`src/rtl/sdrt_pkg.sv`:
```
// Package: shared command codes and the mask lead for the read
// turnaround scheduler. Assumes a 2-bit command field on the request port.
package sdrt_pkg;
    typedef enum logic [1:0] {
        CMD_NOP   = 2'd0,
        CMD_READ  = 2'd1,
        CMD_WRITE = 2'd2,
        CMD_PRE   = 2'd3
    } sdrt_cmd_e;

    // Cycles of mask that must precede a truncating WRITE
    localparam int DQM_LEAD = 3;
endpackage

```
`src/rtl/sdrt_burst_track.sv`:
```
// Burst tracker: holds the age of the running read burst, its last wanted
// index and its auto-precharge flag. Age 0 is the READ cycle itself.
// Assumes start and close never occur in the same cycle.
module sdrt_burst_track #(
    parameter int AW  = 5,
    parameter int IW  = 3,
    parameter int CLW = 2,
    parameter int BLW = 4
) (
    input  logic           clk,
    input  logic           rst_n,
    input  logic           start,
    input  logic [IW-1:0]  start_last,
    input  logic           start_ap,
    input  logic           close,
    input  logic [CLW-1:0] cfg_cas,
    input  logic [BLW-1:0] cfg_burst,
    output logic [AW-1:0]  age_o,
    output logic [IW-1:0]  last_o,
    output logic           ap_o,
    output logic           active_o
);
    localparam logic [AW-1:0] AGE_MAX = '1;

    logic [AW-1:0] age_q;
    logic [IW-1:0] last_q;
    logic          ap_q;
    logic          live_q;
    logic          drained;

    // The burst counts as finished once the turnaround window has passed
    assign drained = age_q >= (AW'(cfg_cas) + AW'(cfg_burst) + AW'(1));

    // Age counter and descriptor capture on each new READ
    always_ff @(posedge clk) begin
        if (!rst_n) begin
            age_q  <= '0;
            last_q <= '0;
            ap_q   <= 1'b0;
            live_q <= 1'b0;
        end else if (start) begin
            age_q  <= AW'(1);
            last_q <= start_last;
            ap_q   <= start_ap;
            live_q <= 1'b1;
        end else begin
            if (age_q != AGE_MAX) begin
                age_q <= age_q + 1'b1;
            end
            if (close || drained) begin
                live_q <= 1'b0;
            end
        end
    end

    assign age_o    = age_q;
    assign last_o   = last_q;
    assign ap_o     = ap_q;
    assign active_o = live_q && !drained;

    // a new READ restarts counting one cycle later
    p_age_restart_r9: assert property (@(posedge clk) disable iff (!rst_n)
        start |=> (age_q == AW'(1)));

    // a drained burst no longer counts as active
    p_burst_ends_r4: assert property (@(posedge clk) disable iff (!rst_n)
        (live_q && drained && !start) |=> !live_q);
endmodule

```
`src/rtl/sdrt_turn_calc.sv`:
```
// Turnaround calculator: from CAS latency, burst length, gap option, last
// wanted index and current age, decides whether a READ/PRECHARGE or WRITE
// may go and whether the mask window for a truncating WRITE has opened.
// Purely combinational; assumes last < burst length.
module sdrt_turn_calc #(
    parameter int AW  = 5,
    parameter int IW  = 3,
    parameter int CLW = 2,
    parameter int BLW = 4
) (
    input  logic [CLW-1:0] cfg_cas,
    input  logic [BLW-1:0] cfg_burst,
    input  logic           cfg_gap,
    input  logic [IW-1:0]  last,
    input  logic [AW-1:0]  age,
    output logic           rd_ok,
    output logic           wr_due,
    output logic           trunc,
    output logic           dqm_win
);
    import sdrt_pkg::*;

    logic [AW-1:0] last_word_age;
    logic [AW-1:0] wr_age;

    // Age at which the last wanted word is valid
    assign last_word_age = AW'(cfg_cas) + AW'(last);

    // A WRITE truncates when wanted data ends before the burst does
    assign trunc = (AW'(last) + AW'(1)) < AW'(cfg_burst);

    // Earliest WRITE age: truncation leaves one masked word as the idle cycle
    always_comb begin
        if (trunc) begin
            wr_age = last_word_age + AW'(2);
        end else begin
            wr_age = last_word_age + AW'(1) + AW'(cfg_gap);
        end
    end

    // Follow-on READ/PRECHARGE: CAS-1 cycles ahead of the last wanted word
    assign rd_ok   = age > AW'(last);
    assign wr_due  = age >= wr_age;
    assign dqm_win = ({1'b0, age} + (AW+1)'(DQM_LEAD)) >= {1'b0, wr_age};
endmodule

```
`src/rtl/sdrt_dqm_gen.sv`:
```
// Mask generator: drives the output mask while a truncating WRITE waits and
// counts the consecutive mask cycles so the WRITE can see the lead is met.
// Assumes the waiting request stays valid until it is issued.
module sdrt_dqm_gen #(
    parameter int LEAD = 3,
    parameter int CW   = $clog2(LEAD + 1)
) (
    input  logic clk,
    input  logic rst_n,
    input  logic want,
    input  logic win,
    output logic dqm,
    output logic lead_met
);
    logic [CW-1:0] run_q;

    assign dqm      = want && win;
    assign lead_met = run_q >= CW'(LEAD);

    // Count consecutive mask cycles, clear whenever the mask drops
    always_ff @(posedge clk) begin
        if (!rst_n) begin
            run_q <= '0;
        end else if (dqm) begin
            if (!lead_met) begin
                run_q <= run_q + 1'b1;
            end
        end else begin
            run_q <= '0;
        end
    end

    // the lead can only be met after the mask was driven
    p_lead_after_mask_r6: assert property (@(posedge clk) disable iff (!rst_n)
        (lead_met && !$past(lead_met)) |-> $past(dqm));
endmodule

```
`src/rtl/sdram_rd_turnaround.sv`:
```
// Read turnaround command scheduler: issues a pending READ, WRITE or
// PRECHARGE on the first cycle the running read burst allows, and drives
// the output mask ahead of truncating WRITEs. The issue strobe is
// combinational so the command reaches the pins in the decided cycle.
// Assumes a single bank and a request held stable until issued.
module sdram_rd_turnaround #(
    parameter int MAX_CL = 3,
    parameter int MAX_BL = 8
) (
    input  logic                        clk,
    input  logic                        rst_n,
    input  logic [$clog2(MAX_CL+1)-1:0] cfg_cas,
    input  logic [$clog2(MAX_BL+1)-1:0] cfg_burst,
    input  logic                        cfg_gap,
    input  logic                        rd_start,
    input  logic [$clog2(MAX_BL)-1:0]   rd_last,
    input  logic                        rd_auto_pre,
    input  logic                        req_valid,
    input  logic [1:0]                  req_cmd,
    input  logic [$clog2(MAX_BL)-1:0]   req_last,
    input  logic                        req_auto_pre,
    output logic                        issue,
    output logic [1:0]                  issue_cmd,
    output logic                        dqm
);
    import sdrt_pkg::*;

    localparam int CLW = $clog2(MAX_CL + 1);
    localparam int BLW = $clog2(MAX_BL + 1);
    localparam int IW  = $clog2(MAX_BL);
    localparam int AW  = $clog2(MAX_CL + MAX_BL + 4) + 1;

    logic [AW-1:0] age;
    logic [IW-1:0] last;
    logic          auto_pre;
    logic          active;
    logic          rd_ok;
    logic          wr_due;
    logic          trunc;
    logic          dqm_win;
    logic          lead_met;
    logic          allow;
    logic          go;
    logic          start;
    logic          close;
    logic          mask_want;
    logic [IW-1:0] start_last;
    logic          start_ap;
    logic          is_read;
    logic          is_write;
    logic          is_pre;

    assign is_read  = req_cmd == CMD_READ;
    assign is_write = req_cmd == CMD_WRITE;
    assign is_pre   = req_cmd == CMD_PRE;

    // Per-command permission given the running burst
    always_comb begin
        if (!active) begin
            allow = is_read || is_write || is_pre;
        end else if (is_read) begin
            allow = rd_ok;
        end else if (is_pre) begin
            allow = rd_ok && !auto_pre;
        end else if (is_write) begin
            allow = wr_due && (!trunc || lead_met);
        end else begin
            allow = 1'b0;
        end
    end

    assign go        = rst_n && req_valid && !rd_start && allow;
    assign start     = rd_start || (go && is_read);
    assign close     = go && (is_write || is_pre);
    assign start_last = rd_start ? rd_last : req_last;
    assign start_ap   = rd_start ? rd_auto_pre : req_auto_pre;
    assign mask_want = rst_n && active && req_valid && !rd_start &&
                       is_write && trunc && !go;

    assign issue     = go;
    assign issue_cmd = go ? req_cmd : CMD_NOP;

    sdrt_burst_track #(.AW(AW), .IW(IW), .CLW(CLW), .BLW(BLW)) u_track (
        .clk        (clk),
        .rst_n      (rst_n),
        .start      (start),
        .start_last (start_last),
        .start_ap   (start_ap),
        .close      (close),
        .cfg_cas    (cfg_cas),
        .cfg_burst  (cfg_burst),
        .age_o      (age),
        .last_o     (last),
        .ap_o       (auto_pre),
        .active_o   (active)
    );

    sdrt_turn_calc #(.AW(AW), .IW(IW), .CLW(CLW), .BLW(BLW)) u_calc (
        .cfg_cas   (cfg_cas),
        .cfg_burst (cfg_burst),
        .cfg_gap   (cfg_gap),
        .last      (last),
        .age       (age),
        .rd_ok     (rd_ok),
        .wr_due    (wr_due),
        .trunc     (trunc),
        .dqm_win   (dqm_win)
    );

    sdrt_dqm_gen #(.LEAD(DQM_LEAD)) u_mask (
        .clk      (clk),
        .rst_n    (rst_n),
        .want     (mask_want),
        .win      (dqm_win),
        .dqm      (dqm),
        .lead_met (lead_met)
    );

    // three mask cycles precede a truncating WRITE during a burst
    p_mask_lead_r6: assert property (@(posedge clk) disable iff (!rst_n)
        (issue && is_write && active && trunc) |->
            ($past(dqm, 1) && $past(dqm, 2) && $past(dqm, 3)));

    // mask is released in the cycle a command goes out
    p_mask_clear_r6: assert property (@(posedge clk) disable iff (!rst_n)
        issue |-> !dqm);

    // no PRECHARGE into an auto-precharge burst
    p_no_pre_auto_r4: assert property (@(posedge clk) disable iff (!rst_n)
        (issue && is_pre && active) |-> !auto_pre);

    // a WRITE never lands on or before the last wanted word
    p_write_after_data_r8: assert property (@(posedge clk) disable iff (!rst_n)
        (issue && is_write && active) |-> (age > (AW'(cfg_cas) + AW'(last))));

    // mask only while a WRITE request is waiting
    p_mask_needs_write_r11: assert property (@(posedge clk) disable iff (!rst_n)
        dqm |-> (req_valid && is_write && !issue));

    // nothing issued without a request
    p_issue_needs_req_r10: assert property (@(posedge clk) disable iff (!rst_n)
        issue |-> (req_valid && issue_cmd != CMD_NOP));
endmodule

```
`config.mk`:
```
export PLATFORM = sky130hd
export DESIGN_NAME = sdram_rd_turnaround
export DESIGN_NICKNAME = d
export VERILOG_FILES = /design/src/rtl/sdrt_pkg.sv /design/src/rtl/sdrt_burst_track.sv /design/src/rtl/sdrt_turn_calc.sv /design/src/rtl/sdrt_dqm_gen.sv /design/src/rtl/sdram_rd_turnaround.sv
export SDC_FILE = /design/constraint.sdc
export NUM_CORES = 1
export LEC_CHECK = 0
export CORE_ASPECT_RATIO = 0.8
export CORE_MARGIN = 5
export CORE_UTILIZATION = 54
export CTS_CLUSTER_SIZE = 12
export DETAILED_ROUTE_END_ITERATION = 10
export MAX_ROUTING_LAYER = met4
export PLACE_DENSITY = 0.84
export SYNTH_ARGS = -nofsm -noshare
export SYNTH_HDL_FRONTEND = slang
export SYNTH_HIERARCHICAL = 1
export SYNTH_SLANG_ARGS = --single-unit
```
`constraint.sdc`:
```
create_clock -name clk -period 5.5 [get_ports clk]
set_input_delay 1.1 -clock clk [delete_from_list [all_inputs] [get_ports clk]]
set_output_delay 1.1 -clock clk [all_outputs]
set_load 0.02 [all_outputs]
```
Yosys cells after proc, flatten, opt, wreduce, memory -nomap -nowiden
Cells that the tools add are included.
{ "totals": {"reg_bits": 12, "latch_bits": 0, "mem_bits_rw": 0, "romBits": 0, "out_inout_bits": 4, "n_memories": 0} }
{ "classes": {"n_addsub": 10, "multipliers": 0, "div_mod_pow": 0, "order_cmp": 6, "n_eq_ne": 4, "shift": 0, "mux": 12, "bitwise": 1, "reduce_logical": 30} }
{ "op_table": {"columns": ["cell", "count"], "rows": [
  ["5-bit by 1-bit adder with 5-bit output (second input constant)", 3],
  ["1-bit logical AND", 15],
  ["5-bit >= comparator", 2],
  ["1-bit 2-to-1 mux", 9],
  ["5-bit by 2-bit adder with 6-bit output (second input constant)", 1],
  ["6-bit by 5-bit >= comparator with 1-bit output", 1],
  ["1-bit logical OR", 6],
  ["2-bit by 4-bit adder with 5-bit output", 1],
  ["5-bit by 1-bit adder with 5-bit output", 1],
  ["5-bit by 2-bit adder with 5-bit output (second input constant)", 1],
  ["5-bit by 3-bit > comparator with 1-bit output", 1],
  ["1-bit zero test", 5],
  ["5-bit by 4-bit less-than comparator with 1-bit output", 1],
  ["5-bit 2-to-1 mux", 1],
  ["5-bit != test (second input constant)", 1],
  ["2-bit by 3-bit adder with 4-bit output", 1],
  ["3-bit by 1-bit adder with 4-bit output (second input constant)", 1],
  ["2-bit equality test (second input constant)", 2],
  ["2-bit nonzero test", 2],
  ["3-bit 2-to-1 mux", 1],
  ["2-bit by 1-bit adder with 2-bit output (second input constant)", 1],
  ["2-bit by 1-bit equality test with 1-bit output (second input constant)", 1],
  ["2-bit >= comparator (second input constant)", 1],
  ["2-bit 2-to-1 mux", 1],
  ["other kinds (3)", 3]
]} }

Longest topological paths before layout
{ "logic_depth": {"word_depth": 15, "ltp_mapped": 18, "mapped_depth_nobuf": 18} }

Hierarchy
The synthesis kept the hierarchy.
{ "modules_own_cells": {"columns": ["module", "n_inst", "cells_per_inst", "area_per_inst_um2", "seq_area_each_um2"], "rows": [
  ["sdrt_turn_calc", 1, 85, 656.9, 0.0],
  ["sdrt_burst_track", 1, 67, 624.3, 200.2],
  ["sdram_rd_turnaround", 1, 22, 163.9, 0.0],
  ["sdrt_dqm_gen", 1, 9, 90.1, 40.0]
]} }

Worst setup path after synthesis
Ideal clock, no wire load.
{ "synth_timing": {"path_type": "input-to-output", "startpoint": "in cfg_cas[0]", "endpoint": "out dqm", "t_arrival_ps": 3533, "required_ps": 4400, "setup_slack_ps": 867, "path_stages": 14, "n_path_buf": 0, "path_cell_list": "ha_1 -> inv_1 -> fa_1 -> inv_1 -> ha_1 -> a21oi_1 -> ha_1 -> a21o_1 -> a21oi_1 -> o21ai_0 -> nand3b_1 -> o221a_4 -> and3_1 -> and2_1"} }
{ "synth_between": {"elab_chain_len": 14} }
{ "synth_lines": {"columns": ["item", "line", "rtl"], "rows": [
  ["from (decl)", "sdram_rd_turnaround.sv:12", "input logic [$clog2(MAX_CL+1)-1:0] cfg_cas,"],
  ["2-bit by 3-bit adder with 4-bit output (*)", "sdrt_turn_calc.sv:27", "assign last_word_age = AW'(cfg_cas) + AW'(last);"],
  ["5-bit by 1-bit adder with 5-bit output (2 in series)", "sdrt_turn_calc.sv:37", "wr_age = last_word_age + AW'(1) + AW'(cfg_gap);"],
  ["5-bit 2-to-1 mux (*)", "sdrt_turn_calc.sv:34", "if (trunc) begin"],
  ["5-bit >= comparator (*)", "sdrt_turn_calc.sv:43", "assign wr_due = age >= wr_age;"],
  ["net wr_due", "sdram_rd_turnaround.sv:38", "logic wr_due;"],
  ["1-bit logical AND (*)", "sdram_rd_turnaround.sv:66", "allow = wr_due && (!trunc || lead_met);"],
  ["1-bit 2-to-1 mux (*)", "sdram_rd_turnaround.sv:65", "end else if (is_write) begin"],
  ["1-bit 2-to-1 mux (*)", "sdram_rd_turnaround.sv:63", "end else if (is_pre) begin"],
  ["1-bit 2-to-1 mux (*)", "sdram_rd_turnaround.sv:61", "end else if (is_read) begin"],
  ["1-bit 2-to-1 mux (*)", "sdram_rd_turnaround.sv:59", "if (!active) begin"],
  ["1-bit logical AND (*)", "sdram_rd_turnaround.sv:72", "assign go = rst_n && req_valid && !rd_start && allow;"],
  ["1-bit zero test (*)", "sdram_rd_turnaround.sv:78", "is_write && trunc && !go;"],
  ["1-bit logical AND (*)", "sdram_rd_turnaround.sv:78", null],
  ["net mask_want", "sdram_rd_turnaround.sv:46", "logic mask_want;"],
  ["1-bit logical AND (*)", "sdrt_dqm_gen.sv:17", "assign dqm = want && win;"],
  ["to (decl)", "sdram_rd_turnaround.sv:24", "output logic dqm"]
]} }
The timed path passes the listed nets; every way through them passes the cells marked *.

Worst setup path in the final report
{ "layout_timing": {"startpoint": "in cfg_cas[0]", "endpoint": "out dqm"} }
{ "layout_lines": {"columns": ["item", "line", "rtl"], "rows": [
  ["2-bit by 3-bit adder with 4-bit output (*)", "sdrt_turn_calc.sv:27", null],
  ["5-bit by 1-bit adder with 5-bit output (2 in series)", "sdrt_turn_calc.sv:37", null],
  ["5-bit 2-to-1 mux (*)", "sdrt_turn_calc.sv:34", null],
  ["6-bit by 5-bit >= comparator with 1-bit output (*)", "sdrt_turn_calc.sv:44", "assign dqm_win = ({1'b0, age} + (AW+1)'(DQM_LEAD)) >= {1'b0, wr_age};"],
  ["net dqm_win", "sdram_rd_turnaround.sv:40", "logic dqm_win;"],
  ["1-bit logical AND (*)", "sdrt_dqm_gen.sv:17", null]
]} }
Marked as above.

==> qor.txt <==
Die height: 57.7 um
I/O pin total: 25
Drt pass-1 iters: 4
DR DRC count: 0
Post-CTS setup buffers: 0
Post-route minimum period: 5.34 ns
Mean routed wirelength per cell: 14.0 um
CTS clk-pin slew, worst paths: 0.08 ns
Main synth FF type: dfxtp_1
Hold-fix buffers at CTS: 0
CTS tree: built
Total GRT Usage: 19.4%
Commonest non-fill, non-tap cell in the layout: ha_1
Post-DP HPWL: 3070 um
Vias: 1435
M1 WL: 1450 um
Initial DRC Count: 26
Status: complete, no violations
Final Setup Violations: 0
CTS Sinks: 12
Commonest cells after routing, fill and taps aside: 32 x ha_1, 23 x inv_1, 21 x clkdlybuf4s50_1, 15 x nor2_1, 14 x buf_4
Crit-path leading delay family: adder cells
Pwr dens: 171 nW/um^2
Row cnt: 17
Pre-CTS WS: -0.373 ns
Yosys top cell area share: 26.9%
Register area share after synthesis: 15.6%
Final nets: 280
Post-synthesis cell type count: 38
DR vias/cell: 5.50
Antenna violations before repair: 0
Total Neg Setup Slack: 0 ns
Vias in the first global route: 1515
Critical-path top delay cell: fa_1
Syn_nets: 239
Ant. Diodes: 0
Fin. Hold Viols: 0
Synth area leaders: ha_1 27%, dfxtp_1 16%, inv_1 5.6%
Buf/Inv on CP: 5
CTS max path bufs: 2
CP arrival: 4.24 ns
Syn avg cell area: 8.39 sq um
Cells along the critical path: clkdlybuf4s50_1, ha_1, inv_1, fa_1, inv_1, ha_1, a21boi_2, xnor2_1, buf_4, ha_1, o21ai_0, a21oi_1, or3_1, and2_1, buf_4
Top Metal Used: met4
Metal3 WL: 139 um
CTS Buf Count: 3
Grt total ovfl: 0
Final core utilization: 71.4%
EDFF count, synth: 0
CTS root buffer: clkbuf_4
Worst-Skew Late Latency: 0.28 ns
I/O Buffers: 24
Critical Path Fanout Max: 3
Post-route ant nets: 0
Kind of start point of the critical path: input pin
Area Overhead vs Synth: 27.6%
GPL Wtd Cong: 0.842
Yosys top cell by area: ha_1
Hold Slack: 0.517 ns
Share of cells above drive strength 1: 15.2%
Max Slew Vio Count: 0
Post-Syn Instances: 183
Fmax achieved: 187 MHz
Netlist Area Pre-Place: 1540 sq um
Worst VDD drop: 0.0636 mV
Initial Utilization: 56.0%
Metal2 WL: 1990 um
Leak pwr: 0.950 nW
Unrepaired setup endpoints after global routing: false
Asr flop ratio synth: 0%
Slew @ Worst Pin: 0.415 ns
Level count of the clock H-tree: 1
Total power: 0.000335 W
Largest net degree at the start of global routing: 12
Crit. End Element: output pin
Die span in x: 69.6 um
Final WL: 3660 um
Max_slew headroom: 72.3%
Ys Warns: 6
Worst setup path class: in2out
Min-delay worst type: reg2reg
First-pass GRT wire length: 6150 um
Setup WS post-layout: 0.155 ns
CP most frequent cell: ha_1
CORE AREA: 2740 sq um
Die Area: 4020 sq um
Largest stage delay, worst path: 0.50 ns
Synth Register Bits: 12
Number of max-cap violations: 0
Period utilization: 97.2%
Skew final: 0.00215 ns
Worst EP required: 4.40 ns
==> layer usage <==
metal | GRT usage (%) | up-vias
li1 | - | 715
met3 | 3.81 | 11
met1 | 19.2 | 675
met4 | 7.92 | 0
met2 | 37.6 | 34
met5 | - | -
==> layout make-up <==
class                           count  area [sq um]
Clock buffer                        4          36.3
Fill cell                         214           785
Timing Repair Buffer               37           325
Multi-Input combinational cell    147          1220
Tap cell                           38          47.5
Inverter                           23          86.3
Sequential cell                    12           240
==> worst register-to-register path: cells and delay by family (launching register included) <==
kind	cells	cell delay [ns]
compound gates	9	1.54
fa+ha+maj	3	0.85
buf+inv	1	0.11
flops	1	0.48
simple gates	4	0.43
==> per-stage QoR <==
step           instance area [sq um]  cells
6_report                        1960    261
2_1_floorplan                   1540    183
3_3_place_gp                    1920    257
4_1_cts                         1950    261
3_5_place_dp                    1920    257
5_1_grt                         1960    261
==> synth_stat cells, types with 3 or more instances <==
master / n
o21ai_0: 9
nand2_1: 9
inv_1: 23
and3_1: 3
xor2_1: 5
and2_1: 3
a21oi_1: 11
nor2b_1: 11
nand3_1: 3
ha_1: 33
mux2i_1: 7
nor2_1: 15
mux2_2: 4
dfxtp_1: 12
xnor2_1: 8
==> final timing paths <==
| kind | from | end | slack (ns) | depth (start not counted) |
|---|---|---|---|---|
| max | cfg_cas[0] | dqm | 0.16 | 15 |
| min | u_mask/run_q[1] | u_mask/run_q[1] | 0.52 | 2 |
| max reg2reg | u_track/last_o[0] | u_track/live_q | 2.03 | 17 |
| min reg2reg | u_mask/run_q[1] | u_mask/run_q[1] | 0.52 | 2 |
==> registers in the layout, summed over array words and instances, names as in the netlist <==
name	count
u_track/last_o	3
u_track/ap_o	1
u_track/live_q	1
u_track/age_o	5
u_mask/run_q	2
==> logic make-up (layout without fill, tap and decap cells) <==
group | count (synthesis) | after routing | synth area share (%)
AND/OR/NAND/NOR | 55 | 55 | 18.9
adder cells (fa/ha/maj) | 35 | 35 | 29.5
AO/OA/AOI/OAI | 33 | 33 | 15.1
buffers and inverters | 24 | 64 | 5.95
XOR/XNOR | 13 | 13 | 7.42
flip-flops | 12 | 12 | 15.6
multiplexers | 11 | 11 | 7.50
==> report_power, final <==
part,switching (W),leakage [nW],internal (W)
combinational,0.0000800,0.830,0.0000854
clock,0.0000326,0.0210,0.0000403
sequential,0.00000587,0.0983,0.0000910
total,0.000118,0.950,0.000217
==> timing repair <==
action | CTS | global route
hold endpoints to repair | 0 | 0
resized for setup | 6 | 10
endpoints found under the setup margin | 3 | 4
pin swaps | 0 | 1
gates cloned | 0 | 0
Note: power is estimated with default switching activity, not from simulation.
